**config.mk**
```make
export PLATFORM = sky130hd
export DESIGN_NAME = hrt_prereduce
export DESIGN_NICKNAME = d
export VERILOG_FILES = /design/src/rtl/hrt_pkg.sv /design/src/rtl/hrt_match.sv /design/src/rtl/hrt_window.sv /design/src/rtl/hrt_prereduce.sv
export SDC_FILE = /design/constraint.sdc
export NUM_CORES = 1
export LEC_CHECK = 0
export BUFFER_PORTS_ARGS = -buffer_cell sky130_fd_sc_hd__buf_2
export CORE_MARGIN = 4
export CORE_UTILIZATION = 55
export DETAILED_ROUTE_END_ITERATION = 16
export PLACE_DENSITY = 0.75
export SYNTH_ARGS = -nofsm -noshare
export SYNTH_HDL_FRONTEND = slang
export SYNTH_SLANG_ARGS = --single-unit
```
**constraint.sdc**
```tcl
create_clock -name clk -period 3.1 [get_ports clk]
set_input_delay 0.155 -clock clk [delete_from_list [all_inputs] [get_ports clk]]
set_output_delay 0.155 -clock clk [all_outputs]
set_load 0.02 [all_outputs]
```
**src/rtl/hrt_pkg.sv**
```systemverilog
package hrt_pkg;
  parameter int unsigned IDX_W = 16;
  parameter int unsigned VAL_W = 32;

  typedef struct packed {
    logic             valid;
    logic [IDX_W-1:0] idx;
    logic [VAL_W-1:0] sum;
  } slot_t;

  // Wrapping two's-complement addition used for every merge
  function automatic logic [VAL_W-1:0] hrt_fold(input logic [VAL_W-1:0] a,
                                                input logic [VAL_W-1:0] b);
    return a + b;
  endfunction

  // A slot with one more value folded into its partial sum
  function automatic slot_t hrt_absorb(input slot_t s, input logic [VAL_W-1:0] v);
    slot_t r;
    r     = s;
    r.sum = hrt_fold(s.sum, v);
    return r;
  endfunction
endpackage

```
**src/rtl/hrt_match.sv**
```systemverilog
module hrt_match
  import hrt_pkg::*;
#(
  parameter int unsigned LAT = 4
) (
  input  slot_t [LAT-2:0] cand,
  input  logic [IDX_W-1:0] idx,
  output logic [LAT-2:0]   hit
);
  // Compare the incoming index against every slot that may still absorb
  for (genvar i = 0; i < LAT - 1; i++) begin : g_cmp
    assign hit[i] = cand[i].valid && (cand[i].idx == idx);
  end
endmodule

```
**src/rtl/hrt_window.sv**
```systemverilog
module hrt_window
  import hrt_pkg::*;
#(
  parameter int unsigned LAT = 4
) (
  input  logic             clk,
  input  logic             rst_n,
  input  logic             advance,
  input  logic             take,
  input  logic [IDX_W-1:0] take_idx,
  input  logic [VAL_W-1:0] take_val,
  input  logic [LAT-2:0]   hit,
  output slot_t [LAT-1:0]  win
);
  slot_t [LAT-1:0] nxt;
  logic            absorbed;

  assign absorbed = take && (|hit);

  // Head slot: a fresh entry only when the pair matched nothing
  assign nxt[0] = '{valid: take && !absorbed, idx: take_idx, sum: take_val};

  // Every other slot takes its predecessor, plus the new value on a match
  for (genvar i = 1; i < LAT; i++) begin : g_slot
    assign nxt[i] = (take && hit[i-1]) ? hrt_absorb(win[i-1], take_val) : win[i-1];
  end

  always_ff @(posedge clk) begin
    if (!rst_n)       win <= '0;
    else if (advance) win <= nxt;
  end
endmodule

```
**src/rtl/hrt_prereduce.sv**
```systemverilog
module hrt_prereduce
  import hrt_pkg::*;
#(
  parameter int unsigned LAT = 4
) (
  input  logic             clk,
  input  logic             rst_n,
  input  logic             in_valid,
  output logic             in_ready,
  input  logic [IDX_W-1:0] in_idx,
  input  logic [VAL_W-1:0] in_val,
  input  logic             flush,
  output logic             out_valid,
  input  logic             out_ready,
  output logic [IDX_W-1:0] out_idx,
  output logic [VAL_W-1:0] out_val,
  output logic             empty
);
  slot_t [LAT-1:0] win;
  logic [LAT-2:0]  hit;
  logic [LAT-1:0]  occ;
  logic            advance;
  logic            accept;
  logic            emit;

  // The window moves as a whole whenever its tail is free or consumed
  assign advance   = !win[LAT-1].valid || out_ready;
  assign in_ready  = advance && !flush;
  assign accept    = in_valid && in_ready;
  assign emit      = out_valid && out_ready;

  assign out_valid = win[LAT-1].valid;
  assign out_idx   = win[LAT-1].idx;
  assign out_val   = win[LAT-1].sum;

  for (genvar i = 0; i < LAT; i++) begin : g_occ
    assign occ[i] = win[i].valid;
  end
  assign empty = (occ == '0);

  hrt_match #(.LAT(LAT)) u_match (
    .cand (win[LAT-2:0]),
    .idx  (in_idx),
    .hit  (hit)
  );

  hrt_window #(.LAT(LAT)) u_window (
    .clk      (clk),
    .rst_n    (rst_n),
    .advance  (advance),
    .take     (accept),
    .take_idx (in_idx),
    .take_val (in_val),
    .hit      (hit),
    .win      (win)
  );
endmodule

```
==> metrics.txt <==
# DRC=0; TritonCTS Buffers=17; CTS clk-pin slew, worst paths=0.09 ns; Core Footprint=0.02292 sq mm; share of post-route cells with drive strength above 1=0.1409; routed vias=12590; gr usage total=0.2739; DP HPWL=26.33 mm; flip-flop count of the largest register after layout=196; setup TNS=-0.002066 ns; Synth Instances=1689; initial antenna violation count=0; top-area cell type share of the netlist area=0.3025; Leak=6.412 nW; CP most frequent cell=a21oi_1; Slew @ Worst Pin=0.8760 ns; die height=161.6 um; Peak VDD IR=0.0004163 V; largest area contributor in the netlist=dfxtp_1; fin nets=1931; Yosys warning total=0; Largest Register=u_window.win; max-cap violations=0; routability cong.=0.9330; most frequent cells after synthesis=nand2_1 (324), a21oi_1 (213), dfxtp_1 (196); Worst path slowest cell=fa_2; Die ar.=0.02611 sq mm; io pins=104; Final Setup Violations=1; largest net degree at the start of global routing=135; P per Cell Area=417.1 mW/mm^2; Peak Freq=322.4 MHz; minimum clock period=3.102 ns; post-route ant nets=0; Slowest Stage Delay on Critical Path=0.36 ns; Cell Area, Synth=0.01297 sq mm; PnR worst setup slack=-0.002066 ns; vias in the first global route=11700; Port Buffers=103; row count=55; DRT iter0 DRCs=1005; starting density of the core=0.5661; Fin. Hold Viols=0; Syn Nets=1838; Syn-to-layout area delta=15.62%; H-tree Lvls=4; crit path max fanout=3; Final Skew=0.02125 ns; Worst-Skew Late Latency=0.45 ns; First-pass DRT Iterations=5; DR WL/cell=17.55 um; Post-synth EDFFs=0; failing checks=negative setup slack; asr flop ratio synth=0; arrival time at the worst endpoint=3.49 ns; die extent in x=161.6 um; outcome=finished, violations left; period utilization=1.001; Synth area leaders=dfxtp_1 (30%), nand2_1 (9.4%), ha_1 (9.0%), a21oi_1 (8.2%), xnor2_1 (5.6%); Fin Hold WS=0.003626 ns; cell-by-cell trace of the critical path=ha_2 -> fa_2 -> a211oi_2 -> nor2_2 -> o21ai_2 -> a21oi_1 -> a31o_2 -> a311o_1 -> a31oi_2 -> nand2b_1 -> mux2_2 -> a21oi_1; first-pass GRT wire length=59.13 mm; predominant post-synthesis flop cell=dfxtp_1; Critical Path Sink Type=flip-flop; Avg Inst Size Synth=7.681 sq um; Antenna Diode Count=0; RSZ-0062 raised after global routing=yes; Setup CP Type=reg -> reg; root buffer selected by CTS=clkbuf_16; CTS tree=done; DRT Wirelength=36.99 mm; most common cell in the netlist=nand2_1; synthesized flop and latch total=196; clock sinks=196; Startpoint Class=flip-flop; Top Registers=u_window.win x196; Place WS=-0.1282 ns; sequential share of the synthesized area=0.3025; Worst slew margin=0.4160; Pins Over Slew Limit=0; GRT overflow=0; Worst Hold Class=in -> reg; library cells used by synthesis=70; Req. time, crit path=3.48 ns; via density per instance=5.972; Bufs on Longest Clock Path=2
==> worst max-delay path: cells and delay by family (launching register included) <==
kind / cells / cell delay [ns]
DFF: 1 / 0.33
and+or+nand+nor: 2 / 0.24
adders and majority gates: 2 / 0.54
AOI/OAI and AO/OA: 7 / 1.57
muxes: 1 / 0.33
==> per-stage QoR <==
step | util | instances | area, sq um | total power [mW]
finish | 0.6545 | 2108 | 15000 | 6.256
global route | 0.6545 | 2108 | 15000 | 6.505
CTS | 0.6461 | 2106 | 14810 | 6.221
detailed placement | 0.6090 | 2050 | 13960 | 3.942
global placement | 0.6090 | 2050 | 13960 | 3.924
floorplan | - | 1689 | 12970 | 3.595
==> layout make-up <==
cell class / instances / area (sq um)
sequential: 196 / 3928
clock inverter: 15 / 177.7
multi-input combinational: 1371 / 8802
clock buffer: 17 / 425.4
tap: 313 / 391.6
timing repair buffer: 178 / 1204
inverter: 18 / 70.07
fill: 1976 / 7918
==> report_power, final <==
part | internal (mW) | switching (mW)
sequential | 2.61 | 0.0865
clock | 1.10 | 1.18
combinational | 0.548 | 0.731
==> path summary, 6_finish.rpt <==
kind                      from                end  slack [ns]  cells past startpoint
max           u_window.win[49]  u_window.win[124]      -0.002                     12
min                 in_val[30]   u_window.win[30]       0.004                      3
max reg2reg   u_window.win[49]  u_window.win[124]      -0.002                     12
min reg2reg  u_window.win[179]  u_window.win[179]        0.46                      2
==> layout by cell type, fill, tap and decap left out, types with 5 or more instances in the layout <==
master and instances:
nand2_1 324, a21oi_1 209, dfxtp_1 193, nor2_1 109
buf_2 103, ha_1 86, o21ai_0 85, xnor2_1 82
a21o_1 57, buf_4 53, xor2_1 38, a211oi_1 34
mux2i_1 30, a311oi_1 30, nand3_1 25, nand4_1 20
o21bai_1 19, inv_1 17, clkbuf_16 17, a31oi_1 15
nor3_1 15, a21boi_0 15, dlygate4sd3_1 15, o21a_1 12
nor4_1 11, and3_1 10, nand2b_1 9, o211ai_1 9
nor2b_1 8, o21ai_1 7, o31ai_1 7, buf_12 7
and4_1 6, inv_6 6, a211oi_2 5, clkinv_8 5
==> per-layer routing <==
metal	wire, um	track usage	vias up
met5	0	0	-
met4	811	0.07600	0
met3	2311	0.04236	70
met2	16910	0.4538	448
met1	16950	0.3724	5844
li1	-	-	6227
==> kinds of logic (layout without fill, tap and decap cells) <==
logic type                 Yosys count  after routing  share of synthesized area
xor gates and xnor gates           121            121                    0.08169
DFF                                196            196                     0.3025
buffers and inverters              122            228                    0.03636
muxes                               35             35                    0.02749
AOI/OAI and AO/OA                  555            555                     0.2702
adders and majority gates           96             96                    0.09433
and+or+nand+nor                    564            564                     0.1875
==> what timing repair did <==
action | in CTS | in global routing
resized for setup | 7 | 38
hold buffers | 15 | 0
pin swaps | 9 | 32
setup buffers | 9 | 2
endpoints found under the hold margin | 15 | 0
setup endpoints to repair | 10 | 20
Note: power is estimated with default switching activity, not from simulation.
